$ cat config.mk
export PLATFORM = sky130hd
export DESIGN_NAME = wdt_lock_timer
export DESIGN_NICKNAME = d
export VERILOG_FILES = /design/src/rtl/wdt_pkg.sv /design/src/rtl/wdt_prescaler.sv /design/src/rtl/wdt_ctrl_reg.sv /design/src/rtl/wdt_counter.sv /design/src/rtl/wdt_lock_timer.sv
export SDC_FILE = /design/constraint.sdc
export NUM_CORES = 1
export LEC_CHECK = 0
export BUFFER_PORTS_ARGS = -buffer_cell sky130_fd_sc_hd__buf_2
export CAP_MARGIN = 20
export CORE_MARGIN = 2
export CORE_UTILIZATION = 43
export CTS_CLUSTER_SIZE = 20
export DETAILED_ROUTE_END_ITERATION = 12
export HOLD_SLACK_MARGIN = 0.1
export PLACE_DENSITY = 0.65
export RECOVER_POWER = 50
export SETUP_SLACK_MARGIN = 0.05
export SLEW_MARGIN = 20
export SYNTH_ARGS = -nofsm -noshare
export SYNTH_HDL_FRONTEND = slang
export SYNTH_SLANG_ARGS = --single-unit
$ cat constraint.sdc
create_clock -name clk -period 2.6 [get_ports clk]
set_input_delay 0.26 -clock clk [delete_from_list [all_inputs] [get_ports clk]]
set_output_delay 0.26 -clock clk [all_outputs]
set_load 0.1 [all_outputs]
$ cat src/rtl/wdt_pkg.sv
package wdt_pkg;
  localparam int REG_W   = 8;
  localparam int BIT_RUN = 7;
  localparam int BIT_MHI = 4;
  localparam int BIT_MLO = 3;

  typedef enum logic [1:0] {
    ACT_INT = 2'd0,
    ACT_NMI = 2'd1,
    ACT_RST = 2'd2
  } act_e;

  function automatic act_e act_of(input logic m_hi, input logic m_lo);
    if (!m_hi)     return ACT_INT;
    else if (!m_lo) return ACT_NMI;
    else           return ACT_RST;
  endfunction
endpackage

$ cat src/rtl/wdt_prescaler.sv
module wdt_prescaler #(
  parameter int PRE_BASE = 8,
  parameter int SEL_W    = 3
) (
  input  logic             clk,
  input  logic             rst,
  input  logic [SEL_W-1:0] clk_sel,
  output logic             tick
);
  localparam int TAPS  = 1 << SEL_W;
  localparam int PRE_W = PRE_BASE + TAPS - 1;

  logic [PRE_W-1:0] pre_q;
  logic [TAPS-1:0]  tap_hit;

  always_ff @(posedge clk) begin
    if (rst) pre_q <= '0;
    else     pre_q <= pre_q + 1'b1;
  end

  // tap k fires once every 2^(k+PRE_BASE) clocks
  for (genvar k = 0; k < TAPS; k++) begin : g_tap
    assign tap_hit[k] = &pre_q[k+PRE_BASE-1:0];
  end

  assign tick = tap_hit[clk_sel];
endmodule

$ cat src/rtl/wdt_ctrl_reg.sv
module wdt_ctrl_reg #(
  parameter int              ADDR_W   = 4,
  parameter logic [ADDR_W-1:0] REG_ADDR = '0
) (
  input  logic                      clk,
  input  logic                      rst,
  input  logic                      wr_en,
  input  logic [ADDR_W-1:0]         wr_addr,
  input  logic [wdt_pkg::REG_W-1:0] wr_data,
  output logic                      run,
  output logic                      m_hi,
  output logic                      m_lo,
  output logic                      restart,
  output logic [wdt_pkg::REG_W-1:0] rd_data
);
  import wdt_pkg::*;

  logic hit;
  assign hit     = wr_en && (wr_addr == REG_ADDR);
  assign restart = hit && wr_data[BIT_RUN];

  // set-only bits: a write can raise them, only reset lowers them
  always_ff @(posedge clk) begin
    if (rst) begin
      run  <= 1'b0;
      m_hi <= 1'b0;
      m_lo <= 1'b0;
    end else if (hit) begin
      run  <= run  | wr_data[BIT_RUN];
      m_hi <= m_hi | wr_data[BIT_MHI];
      m_lo <= m_lo | wr_data[BIT_MLO];
    end
  end

  always_comb begin
    rd_data          = '0;
    rd_data[BIT_RUN] = run;
    rd_data[BIT_MHI] = m_hi;
    rd_data[BIT_MLO] = m_lo;
  end
endmodule

$ cat src/rtl/wdt_counter.sv
module wdt_counter #(
  parameter int CNT_W = 8
) (
  input  logic          clk,
  input  logic          rst,
  input  logic          run,
  input  logic          restart,
  input  logic          tick,
  input  wdt_pkg::act_e act,
  output logic          irq_int,
  output logic          irq_nmi,
  output logic          rst_req,
  output logic          pwm_off
);
  import wdt_pkg::*;

  localparam logic [CNT_W-1:0] CNT_MAX = '1;

  logic [CNT_W-1:0] cnt_q;
  logic             wrap;

  assign wrap = run && tick && !restart && (cnt_q == CNT_MAX);

  always_ff @(posedge clk) begin
    if (rst || restart)    cnt_q <= '0;
    else if (run && tick)  cnt_q <= cnt_q + 1'b1;
  end

  always_ff @(posedge clk) begin
    if (rst) begin
      irq_int <= 1'b0;
      irq_nmi <= 1'b0;
      rst_req <= 1'b0;
      pwm_off <= 1'b0;
    end else begin
      irq_int <= wrap && (act == ACT_INT);
      irq_nmi <= wrap && (act == ACT_NMI);
      rst_req <= wrap && (act == ACT_RST);
      pwm_off <= wrap && (act != ACT_RST);
    end
  end
endmodule

$ cat src/rtl/wdt_lock_timer.sv
module wdt_lock_timer #(
  parameter int                PRE_BASE = 8,
  parameter int                SEL_W    = 3,
  parameter int                CNT_W    = 8,
  parameter int                ADDR_W   = 4,
  parameter logic [ADDR_W-1:0] REG_ADDR = 4'h9
) (
  input  logic                      clk,
  input  logic                      rst,
  input  logic                      wr_en,
  input  logic [ADDR_W-1:0]         wr_addr,
  input  logic [wdt_pkg::REG_W-1:0] wr_data,
  input  logic [SEL_W-1:0]          clk_sel,
  output logic [wdt_pkg::REG_W-1:0] rd_data,
  output logic                      irq_int,
  output logic                      irq_nmi,
  output logic                      rst_req,
  output logic                      pwm_off
);
  import wdt_pkg::*;

  logic run, m_hi, m_lo, restart, tick;
  act_e act;

  assign act = act_of(m_hi, m_lo);

  wdt_ctrl_reg #(.ADDR_W(ADDR_W), .REG_ADDR(REG_ADDR)) u_reg (
    .clk(clk), .rst(rst), .wr_en(wr_en), .wr_addr(wr_addr), .wr_data(wr_data),
    .run(run), .m_hi(m_hi), .m_lo(m_lo), .restart(restart), .rd_data(rd_data)
  );

  wdt_prescaler #(.PRE_BASE(PRE_BASE), .SEL_W(SEL_W)) u_pre (
    .clk(clk), .rst(rst), .clk_sel(clk_sel), .tick(tick)
  );

  wdt_counter #(.CNT_W(CNT_W)) u_cnt (
    .clk(clk), .rst(rst), .run(run), .restart(restart), .tick(tick), .act(act),
    .irq_int(irq_int), .irq_nmi(irq_nmi), .rst_req(rst_req), .pwm_off(pwm_off)
  );
endmodule

# After elaboration in Yosys (flattened, before gate mapping)
# Index checks and enable logic that the tools add are counted.
[word_totals]
register_bits = 30
[classes]
n_addsub = 2
n_lt_le_gt_ge = 1
eq_ne = 5
n_mux = 4
bitwise = 3
reduce_logical = 20
[ops]
columns = ["op", "n"]
rows = [
  ["adder 15 x 1 -> 15 bit, second input constant", 1],
  ["AND reduction 15 bit", 1],
  ["AND reduction 14 bit", 1],
  ["AND reduction 13 bit", 1],
  ["AND reduction 12 bit", 1],
  ["AND reduction 11 bit", 1],
  ["AND reduction 10 bit", 1],
  ["logical AND 1 bit", 9],
  ["AND reduction 9 bit", 1],
  ["adder 8 x 1 -> 8 bit, second input constant", 1],
  ["equality test 8 bit, second input constant", 1],
  ["AND reduction 8 bit", 1],
  ["equality test 4 bit, second input constant", 1],
  ["< comparator 3 x 4 -> 1 bit, second input constant", 1],
  ["two-way mux 2 bit", 2],
  ["binary-select mux 1 bit (select 3 bit)", 1],
  ["bitwise OR 1 bit", 3],
  ["equality test 2 x 1 -> 1 bit, second input constant", 1],
  ["equality test 2 bit, second input constant", 1],
  ["zero test 2 bit", 1],
  ["!= test 2 bit, second input constant", 1],
  ["zero test 1 bit", 1],
  ["logical OR 1 bit", 1],
  ["two-way mux 1 bit", 1],
]

# Longest topological paths before layout
# Gate-level depths: netlist of run 1.
[logic_depth]
ltp_word = 7
ltp_mapped = 9

# Cells and area by module
# From an unflattened synthesis of run 1, not the netlist that was laid out.
[unflattened]
cells_unflattened = 156
hier_area_um2 = 1415.1
[modules_own_cells]
columns = ["mod", "instances", "cells_per_inst", "area_per_inst_um2"]
rows = [
  ["wdt_prescaler", 1, 78, 700.7],
  ["wdt_counter", 1, 52, 486.7],
  ["wdt_ctrl_reg", 1, 24, 211.5],
  ["wdt_lock_timer", 1, 2, 16.3],
]

# Least setup slack after synthesis of run 1
# No wires, ideal clock.
[synth_path]
path_type = "flip-flop to flip-flop"
startpoint = "register u_pre.pre_q[0]"
endpoint = "register u_cnt.cnt_q[7]"
arrival_ns = 2.035
t_required_ns = 2.528
slack_ns = 0.493
path_stages_with_launch = 10
period_less_slack_ns = 2.107
cell_sequence = "dfxtp_1 > ha_1 > nand4_2 > nor2_1 > ha_1 > nand4bb_1 > o31a_1 > or4_4 > nor3_2 > mux2i_1"
[synth_via]
elab_chain_len = 4
word_cells_on_any_way = 11
classes_between = "mux: 2; reduce/logical: 9"
[synth_rtl]
columns = ["element", "line_no", "source"]
rows = [
  ["from (decl)", "wdt_prescaler.sv:13", "logic [PRE_W-1:0] pre_q;"],
  ["from (signal assigned)", "wdt_prescaler.sv:18", "else pre_q <= pre_q + 1'b1;"],
  ["AND reduction 15 bit, or another cell as far along", "wdt_prescaler.sv:23", "assign tap_hit[k] = &pre_q[k+PRE_BASE-1:0];"],
  ["binary-select mux 1 bit (select 3 bit) (*)", "wdt_prescaler.sv:26", "assign tick = tap_hit[clk_sel];"],
  ["two-way mux 1 bit (not written as such) (*)", "wdt_prescaler.sv:26", ""],
  ["logical AND 1 bit (*)", "wdt_counter.sv:26", "else if (run && tick) cnt_q <= cnt_q + 1'b1;"],
  ["to (signal assigned)", "wdt_counter.sv:26", ""],
  ["to (decl)", "wdt_counter.sv:19", "logic [CNT_W-1:0] cnt_q;"],
]
# Mark *: on every way between the ends. The rest lies on a longest branch, timed or not. The select of a mux whose other input is x is not followed.
# A chain may end at the register's enable or synchronous reset.

# Worst setup path in the final report of run 1
# Same ends and word-level chain as after synthesis.

==> impl_metrics.csv, run 1 <==
group,metric,value,unit
status,status,"complete, no violations",
cts,postCtsSetupBuffers,0,
cts,cts-hold-fix-buffers,0,
cts,cts_tree,"built",
cts,ctsResizeCount,0,
layout,utilization,49.03,%
run,maxCapViolCount,0,
route,drc,0,
cts,clock_sinks,30,
global_routing,grt_max_degree,20,
logic_synthesis,async_flop_share,0,%
placed_design,hpwl,1940,um
global_routing,overflow,0,
timing,whs,0.1768,ns
timing,slew_violations,0,
critical_path,r2r_setup_slack,0.25,ns
floorplan,fp-row-count,21,
timing,finalSetupViolations,0,
placed_design,post-place-ws,0.2799,ns
global_routing,track_usage,14.51,%
route,first_pass_iters,4,
route,viasPerCell,4.991,
logic_synthesis,synthTopCellsByArea,"dfxtp_1 41%, xnor2_1 4.8%, buf_4 4.7%",
power,ir_drop,267.8,uV
route,final_antenna_net_count,0,
placed_design,numPortBuffers,19,
logic_synthesis,ys_types,44,
critical_path,rr_worst_depth,9,
logic_synthesis,yosysMostFrequentCell,"dfxtp_1",
hold_path,min_to,"u_reg.m_lo",
floorplan,die_area,3859,um^2
critical_path,r2r-end,"u_cnt.cnt_q[7]",
critical_path,critPathKind,"flop to flop",
floorplan,start_util,44.23,%
logic_synthesis,ys.flop_type,"dfxtp_1",
logic_synthesis,synth_top_area_share,41.34,%
global_routing,antenna_found_initial,0,
critical_path,critical_path_required,2.85,ns
cts,cts_root_buf,"clkbuf_4",
route,wl_per_cell,11.19,um
timing,fmax,425.4,MHz
hold_path,hold_depth,3,
hold_path,min_path_type,"input pin to flop",
logic_synthesis,yosysSeqAreaShare,41.34,%
layout,antenna_cells,0,
global_routing,first_global_vias,1079,
cts,clockBufferDepth,2,
hold_path,hold_path.startpoint,"wr_data[3]",
logic_synthesis,synth.top_cells.by_count,"30 x dfxtp_1, 18 x nor2_1, 13 x nand2_1",
route,wl,2573,um
cts,clock_latency,0.31,ns
floorplan,die_w,62.12,um
logic_synthesis,synth_seq_cells,30,
critical_path,start_kind,"flop",
logic_synthesis,synth_edf_count,0,
logic_synthesis,synth_area,1453,um^2
timing,layout_min_cycle_time,2.351,ns
power,leakagePower,0.5870,nW
timing,timing.final.ws_setup,0.2492,ns
floorplan,num_io_pins,30,
cts,cts_buffers,5,
timing,tightest_slew,1.181,ns
critical_path,crit_fanout,6,
critical_path,critPathLaunch,"u_pre.pre_q[0]",
timing,relSlewSlack,21.57,%
global_routing,grt_pass1_wl,4498,um
logic_synthesis,yosys.area.top_type,"dfxtp_1",
layout,drive_gt1_share,16.30,%
cts,cts.reportedPaths.clkPinSlew,0.09,ns
logic_synthesis,yosys_warnings,0,
timing,fin_skew,0.006531,ns
logic_synthesis,syn_area_per_cell,8.858,um^2
layout,area_growth,10.85,%
timing,hold_viol_final,0,
route,vias,1148,
critical_path,r2r-start,"u_pre.pre_q[0]",
route,drt_iter0_markers,88,
timing,rsz0062_at_grt,"no",
critical_path,cp.arrival,2.60,ns
floorplan,fp.coreArea,3284,um^2
logic_synthesis,postSynthCellCount,164,
timing,fin_setup_tns,0,ns
placed_design,gp_congestion,0.8483,
floorplan,die_h,62.12,um
power,cellPowerDensity,544.4,nW/um^2
critical_path,endpoint_kind,"flop",
layout,nets,204,
timing,period_share,90.42,%
cts,h-tree-depth,2,
power,power,0.8766,mW
flip-flops by register name (all words and copies together) (netlist names):
name and flops:
u_cnt.cnt_q 8, u_cnt.rst_req 1, u_reg.run 1, u_pre.pre_q 15, u_cnt.irq_int 1, u_cnt.irq_nmi 1, u_reg.m_hi 1, u_reg.m_lo 1
u_cnt.pwm_off 1
per-layer routing:
layer	vias up	share of wire [%]	global-route usage, %
met5	-	0	0
met4	0	0.51	5.000
met3	2	2.4	4.891
met2	10	51	25.27
met1	533	46	16.61
li1	603	-	-
cells by family (layout without fill, tap and decap cells):
family          after synthesis  after routing  synth area share (%)
mux                           5              5                 3.445
flops                        30             30                 41.34
simple gates                 75             75                 28.42
buf+inv                      19             35                 7.837
other cells                   1              5                0.2582
compound gates               20             20                 9.475
fa+ha+maj                     3              3                 2.584
xor+xnor                     11             11                 6.633
metrics by stage:
step,std cells,instance area [um^2]
final,230,1610
after CTS,230,1623
after global routing,230,1610
after floorplan,168,1468
after detailed placement,222,1544
after global placement,222,1544
critical path: stages (launching register included):
cell       delay (ns)
dfxtp_1          0.38
ha_1             0.23
nand4_1          0.17
nor2_1           0.14
ha_1             0.16
nand4bb_1        0.12
o31a_1           0.20
or4_4            0.54
nor3_2           0.16
mux2i_1          0.19
worst max path at each step:
stage / endpoint
5_1_grt: u_cnt.cnt_q[7]
3_5_place_dp: u_cnt.cnt_q[7]
3_3_place_gp: u_cnt.cnt_q[7]
2_1_floorplan: u_cnt.cnt_q[7]
6_report: u_cnt.cnt_q[7]
4_1_cts: u_cnt.cnt_q[7]
cell usage in the layout (no fill, tap or decap), types with 2 or more instances in the layout:
| cell | n |
|---|---|
| a21boi_0 | 3 |
| a21oi_1 | 6 |
| and3_1 | 3 |
| buf_2 | 14 |
| buf_4 | 2 |
| clkbuf_1 | 5 |
| clkbuf_4 | 5 |
| clkbuf_8 | 3 |
| conb_1 | 5 |
| dfxtp_1 | 30 |
| ha_1 | 3 |
| inv_1 | 6 |
| mux2i_1 | 5 |
| nand2_1 | 13 |
| nand2b_1 | 3 |
| nand3_1 | 8 |
| nand4_1 | 3 |
| nor2_1 | 18 |
| nor2b_1 | 3 |
| nor3_1 | 4 |
| nor4_1 | 5 |
| o21ai_0 | 2 |
| o31ai_1 | 3 |
| or3_1 | 2 |
| or4_1 | 2 |
| xnor2_1 | 8 |
| xor2_1 | 3 |
final cells by class:
type / count / area [um^2]
clock buffer: 8 / 78.83
fill: 320 / 1674
inverter: 6 / 22.52
multi-input combinational: 119 / 747.0
sequential: 30 / 600.6
tap: 46 / 57.56
timing repair buffer: 21 / 103.9
power breakdown:
part           leakage [nW]  internal [mW]  switching, mW
Sequential            0.242          0.464        0.00461
Clock                0.0446          0.185          0.151
Combinational         0.300         0.0173         0.0553
Total                 0.587          0.666          0.211
(Power assumes the default switching activity.)
==> inputs of run 2 (changes only) <==
- CORE_UTILIZATION: 43 -> 53
- PLACE_DENSITY: 0.65 -> 0.78
==> impl_metrics.csv, run 2 (synthesis gave the netlist of run 1 again) <==
group,metric,value,unit
status,status,"complete, no violations",
layout,regMostFlops,"u_pre.pre_q",
layout,fin_area,1582,um^2
route,vias,1166,
timing,rsz0062_at_grt,"no",
floorplan,fp.coreArea,2545,um^2
floorplan,die_w,56.35,um
cts,h-tree-depth,2,
route,first_pass_iters,4,
placed_design,gp_congestion,0.7459,
floorplan,fp-row-count,18,
floorplan,num_io_pins,30,
timing,whs,0.1573,ns
critical_path,critPathKind,"flop to flop",
power,ir_drop,401.1,uV
power,leakagePower,0.5855,nW
critical_path,r2r-start,"u_pre.pre_q[0]",
floorplan,die_h,56.35,um
timing,finalSetupViolations,0,
route,drc,0,
route,final_antenna_net_count,0,
placed_design,numPortBuffers,19,
cts,cts_tree,"built",
placed_design,placed_cell_area,1524,um^2
critical_path,critPathTopFamily,"simple AND/OR/NAND/NOR gates",
critical_path,r2r-end,"u_cnt.cnt_q[7]",
layout,drive_gt1_share,16.85,%
power,cellPowerDensity,529.4,nW/um^2
hold_path,min_to,"u_reg.run",
cts,postCtsSetupBuffers,0,
layout,fin_cells,214,
placed_design,dp.cells,206,
global_routing,first_global_vias,1092,
cts,cts_root_buf,"clkbuf_4",
layout,final_cell_mix,"30 x dfxtp_1, 18 x nor2_1, 14 x buf_2, 13 x nand2_1",
critical_path,path_cells,"ha_1 > nand4_2 > nor2_1 > ha_1 > nand4bb_1 > o31a_1 > or4_4 > nor3_2 > mux2i_1",
floorplan,start_util,57.08,%
cts,cts_buffers,5,
timing,period_share,88.43,%
route,wl_per_cell,12.62,um
timing,layout_min_cycle_time,2.299,ns
critical_path,crit_fanout,6,
layout,antenna_cells,0,
layout,nets,204,
timing,hold_viol_final,0,
global_routing,overflow,0,
hold_path,min_path_type,"input pin to flop",
run,maxCapViolCount,0,
cts,ctsResizeCount,0,
timing,relSlewSlack,22.20,%
critical_path,cp_common_cell,"ha_1",
critical_path,endpoint_kind,"flop",
cts,clock_sinks,30,
critical_path,slowest_delay,0.54,ns
timing,tightest_slew,1.172,ns
critical_path,start_kind,"flop",
route,drt_iter0_markers,32,
layout,largest_reg_flops,15,
critical_path,r2r_setup_slack,0.30,ns
hold_path,hold_path.startpoint,"wr_data[7]",
timing,fmax,434.9,MHz
power,power,0.8372,mW
critical_path,slowest_stage,"or4_4",
critical_path,rr_worst_depth,9,
timing,fin_setup_tns,0,ns
cts,cts.reportedPaths.clkPinSlew,0.10,ns
placed_design,hpwl,1981,um
layout,area_growth,8.872,%
layout,final_common_cell,"dfxtp_1",
cts,clock_latency,0.34,ns
hold_path,hold_depth,3,
critical_path,cp.arrival,2.58,ns
global_routing,track_usage,18.64,%
critical_path,cp.depth,9,
global_routing,grt_max_degree,20,
global_routing,grt_pass1_wl,4616,um
critical_path,critPathBufInv,0,
route,wl,2700,um
timing,fin_skew,0.01094,ns
timing,slew_violations,0,
critical_path,critical_path_required,2.88,ns
cts,clockBufferDepth,2,
route,viasPerCell,5.449,
floorplan,die_area,3175,um^2
global_routing,antenna_found_initial,0,
layout,largestRegisters,"u_pre.pre_q: 15 flops, u_cnt.cnt_q: 8 flops",
cts,cts-hold-fix-buffers,0,
[run 2: cell types whose count changed in the layout (fill, tap and decap cells not counted), sizes merged]
| cell | change |
|---|---|
| clkinv | +1 |
| clkbuf | -2 |
| clkinvlp | +1 |
[run 2: worst max path at each step]
stage	slack [ns]	from	to
2_1_floorplan	0.49	u_pre.pre_q[0]	u_cnt.cnt_q[7]
3_3_place_gp	0.38	u_pre.pre_q[0]	u_cnt.cnt_q[7]
3_5_place_dp	0.30	u_pre.pre_q[0]	u_cnt.cnt_q[7]
4_1_cts	0.29	u_pre.pre_q[0]	u_cnt.cnt_q[7]
5_1_grt	0.1	u_pre.pre_q[0]	u_cnt.cnt_q[7]
6_report	0.30	u_pre.pre_q[0]	u_cnt.cnt_q[7]
[run 2: layout make-up]
type	count	area, um^2
fill	243	963.4
multi-input combinational	119	753.2
sequential	30	600.6
timing repair buffer	21	103.9
clock buffer	6	51.30
tap	30	37.54
inverter	6	22.52
clock inverter	2	12.51
[run 2: power breakdown]
part | switching [mW] | total (mW) | internal (mW)
sequential | 0.00465 | 0.468 | 0.464
clock | 0.165 | 0.295 | 0.130
combinational | 0.0563 | 0.0737 | 0.0174
[run 2: tightest hold or removal path, cell delays in order]
cell	delay (ns)
buf_2	0.09
a21oi_1	0.05
nor2_1	0.07
[run 2: metrics by stage]
stage / worst slack (ns) / util, %
after floorplan: 0.4933 / -
final: 0.3009 / 62.14
after detailed placement: 0.3021 / 59.88
after global routing: 0.09591 / 62.14
after CTS: 0.2926 / 62.39
after global placement: 0.3800 / 59.88
[run 2: per-layer routing]
metal / track usage [%] / wire length, um
met1: 21.66 / 1178
met2: 31.09 / 1383
met3: 4.839 / 102
met4: 10.20 / 36
met5: 0 / 0
==> inputs of run 3 (changes only) <==
- ABC_CLOCK_PERIOD_IN_PS: unset -> 2600
- CELL_PAD_IN_SITES_DETAIL_PLACEMENT: unset -> 0
- CELL_PAD_IN_SITES_GLOBAL_PLACEMENT: unset -> 1
- CORE_UTILIZATION: 53 -> 40
- PLACE_DENSITY: 0.78 -> unset
- PLACE_DENSITY_LB_ADDON: unset -> 0.1
==> impl_metrics.csv, run 3 (synthesis gave the netlist of run 1 again) <==
group,metric,value,unit
status,status,"complete, no violations",
layout,regMostFlops,"u_pre.pre_q",
timing,fin_skew,0.01291,ns
floorplan,die_h,64.26,um
cts,cts_tree,"built",
layout,drive_gt1_share,16.85,%
floorplan,fp-row-count,21,
timing,layout_min_cycle_time,2.304,ns
power,switching_share,27.02,%
critical_path,slowest_stage,"or4_4",
power,leakagePower,0.5855,nW
cts,cts.reportedPaths.clkPinSlew,0.10,ns
power,cellPowerDensity,522.8,nW/um^2
critical_path,critical_path_required,2.86,ns
floorplan,num_io_pins,30,
critical_path,r2r-start,"u_pre.pre_q[0]",
critical_path,start_kind,"flop",
global_routing,antenna_found_initial,0,
placed_design,dp.cells,222,
critical_path,critPathBufInv,0,
route,wl,2719,um
layout,largestRegisters,"u_pre.pre_q: 15 flops, u_cnt.cnt_q: 8 flops",
critical_path,cp_common_cell,"ha_1",
route,final_antenna_net_count,0,
route,viasPerCell,5.017,
power,ir_drop,362.1,uV
hold_path,min_path_type,"input pin to flop",
power,p_sw,0.2263,mW
critical_path,endpoint_kind,"flop",
layout,final_cell_mix,"30 x dfxtp_1, 18 x nor2_1, 14 x buf_2, 13 x nand2_1",
global_routing,grt_pass1_wl,4623,um
layout,fin_cells,230,
timing,period_share,88.60,%
layout,fill_cells,353,
critical_path,slowest_delay,0.53,ns
placed_design,numPortBuffers,19,
power,clockPowerShare,35.3,%
cts,clockBufferDepth,2,
cts,ctsResizeCount,0,
cts,cts-hold-fix-buffers,0,
power,combPwrFrac,8.8,%
timing,fmax,434.1,MHz
cts,cts_buffers,5,
critical_path,r2r-end,"u_cnt.cnt_q[7]",
power,p_int,0.6110,mW
critical_path,r2r_setup_slack,0.30,ns
cts,cts_root_buf,"clkbuf_4",
global_routing,track_usage,14.60,%
layout,antenna_cells,0,
critical_path,crit_fanout,6,
layout,nets,204,
critical_path,path_cells,"ha_1 > nand4_2 > nor2_1 > ha_1 > nand4bb_1 > o31a_1 > or4_4 > nor3_2 > mux2i_1",
global_routing,overflow,0,
route,drt_iter0_markers,83,
placed_design,post-place-ws,0.3068,ns
timing,relSlewSlack,22.82,%
timing,tightest_slew,1.163,ns
floorplan,start_util,42.53,%
layout,area_growth,10.25,%
route,drc,0,
timing,hold_viol_final,0,
hold_path,min_to,"u_reg.m_hi",
floorplan,die_w,64.26,um
cts,clock_latency,0.33,ns
route,wl_per_cell,11.82,um
floorplan,die_area,4129,um^2
hold_path,hold_path.startpoint,"wr_data[4]",
timing,slew_violations,0,
route,vias,1154,
run,maxCapViolCount,0,
global_routing,first_global_vias,1069,
cts,h-tree-depth,2,
timing,finalSetupViolations,0,
route,first_pass_iters,4,
cts,postCtsSetupBuffers,0,
layout,final_common_cell,"dfxtp_1",
timing,fin_setup_tns,0,ns
global_routing,grt_max_degree,20,
critical_path,critPathKind,"flop to flop",
layout,largest_reg_flops,15,
critical_path,critPathTopFamily,"simple AND/OR/NAND/NOR gates",
placed_design,hpwl,1976,um
floorplan,fp.coreArea,3416,um^2
critical_path,rr_worst_depth,9,
critical_path,cp.arrival,2.56,ns
cts,clock_sinks,30,
power,pwr-share-seq,55.9,%
timing,rsz0062_at_grt,"no",
placed_design,gp_congestion,0.7431,
timing,timing.final.ws_setup,0.2964,ns
hold_path,hold_depth,3,
run 3: cell type report:
| type | count | area (um^2) | share of cell area [%] |
|---|---|---|---|
| clock buffer | 6 | 51.30 | 3.203 |
| clock inverter | 2 | 12.51 | 0.7812 |
| inverter | 6 | 22.52 | 1.406 |
| multi-input combinational | 119 | 753.2 | 47.03 |
| sequential | 30 | 600.6 | 37.50 |
| tap | 46 | 57.56 | 3.594 |
| timing repair buffer | 21 | 103.9 | 6.484 |
run 3: how the worst max path moves through the flow:
stage                               from              to  slack (ns)  depth (start not counted)
after floorplan           u_pre.pre_q[0]  u_cnt.cnt_q[7]        0.49                          9
final                     u_pre.pre_q[0]  u_cnt.cnt_q[7]        0.30                          9
after global placement    u_pre.pre_q[0]  u_cnt.cnt_q[7]        0.36                          9
after global routing      u_pre.pre_q[0]  u_cnt.cnt_q[7]        0.11                          9
after detailed placement  u_pre.pre_q[0]  u_cnt.cnt_q[7]        0.31                          9
after CTS                 u_pre.pre_q[0]  u_cnt.cnt_q[7]        0.28                          9
run 3: metrics by stage:
stage	total power, mW	hold WS, ns	util, %	cell area, um^2
after global routing	0.8753	0.1536	46.89	1602
after floorplan	0.5448	0.3989	-	1468
after CTS	0.8467	0.1532	47.07	1608
after detailed placement	0.5527	0.4660	45.20	1544
final	0.8372	0.1643	46.89	1602
after global placement	0.5514	0.4363	45.20	1544
run 3: routing by layer:
layer | global-route usage (%) | routed length (um) | share of wire (%) | vias to the layer above
li1 | - | - | - | 596
met1 | 16.07 | 1225 | 45 | 542
met2 | 25.52 | 1395 | 51 | 14
met3 | 4.225 | 81 | 3.0 | 2
met4 | 7.181 | 17 | 0.63 | 0
met5 | 0 | 0 | 0 | -
run 3: tightest hold or removal path, cell delays in order:
cell	delay, ns
buf_2	0.07
a21oi_1	0.05
nor2_1	0.07
run 3: power by group through the flow:
| stage | clock network, mW | registers (mW) | logic [mW] |
|---|---|---|---|
| after floorplan | 0 | 0.478 | 0.0668 |
| after global placement | 0 | 0.479 | 0.0727 |
| after detailed placement | 0 | 0.479 | 0.0737 |
| after CTS | 0.304 | 0.468 | 0.0740 |
| after global routing | 0.326 | 0.469 | 0.0805 |
| final | 0.295 | 0.468 | 0.0736 |
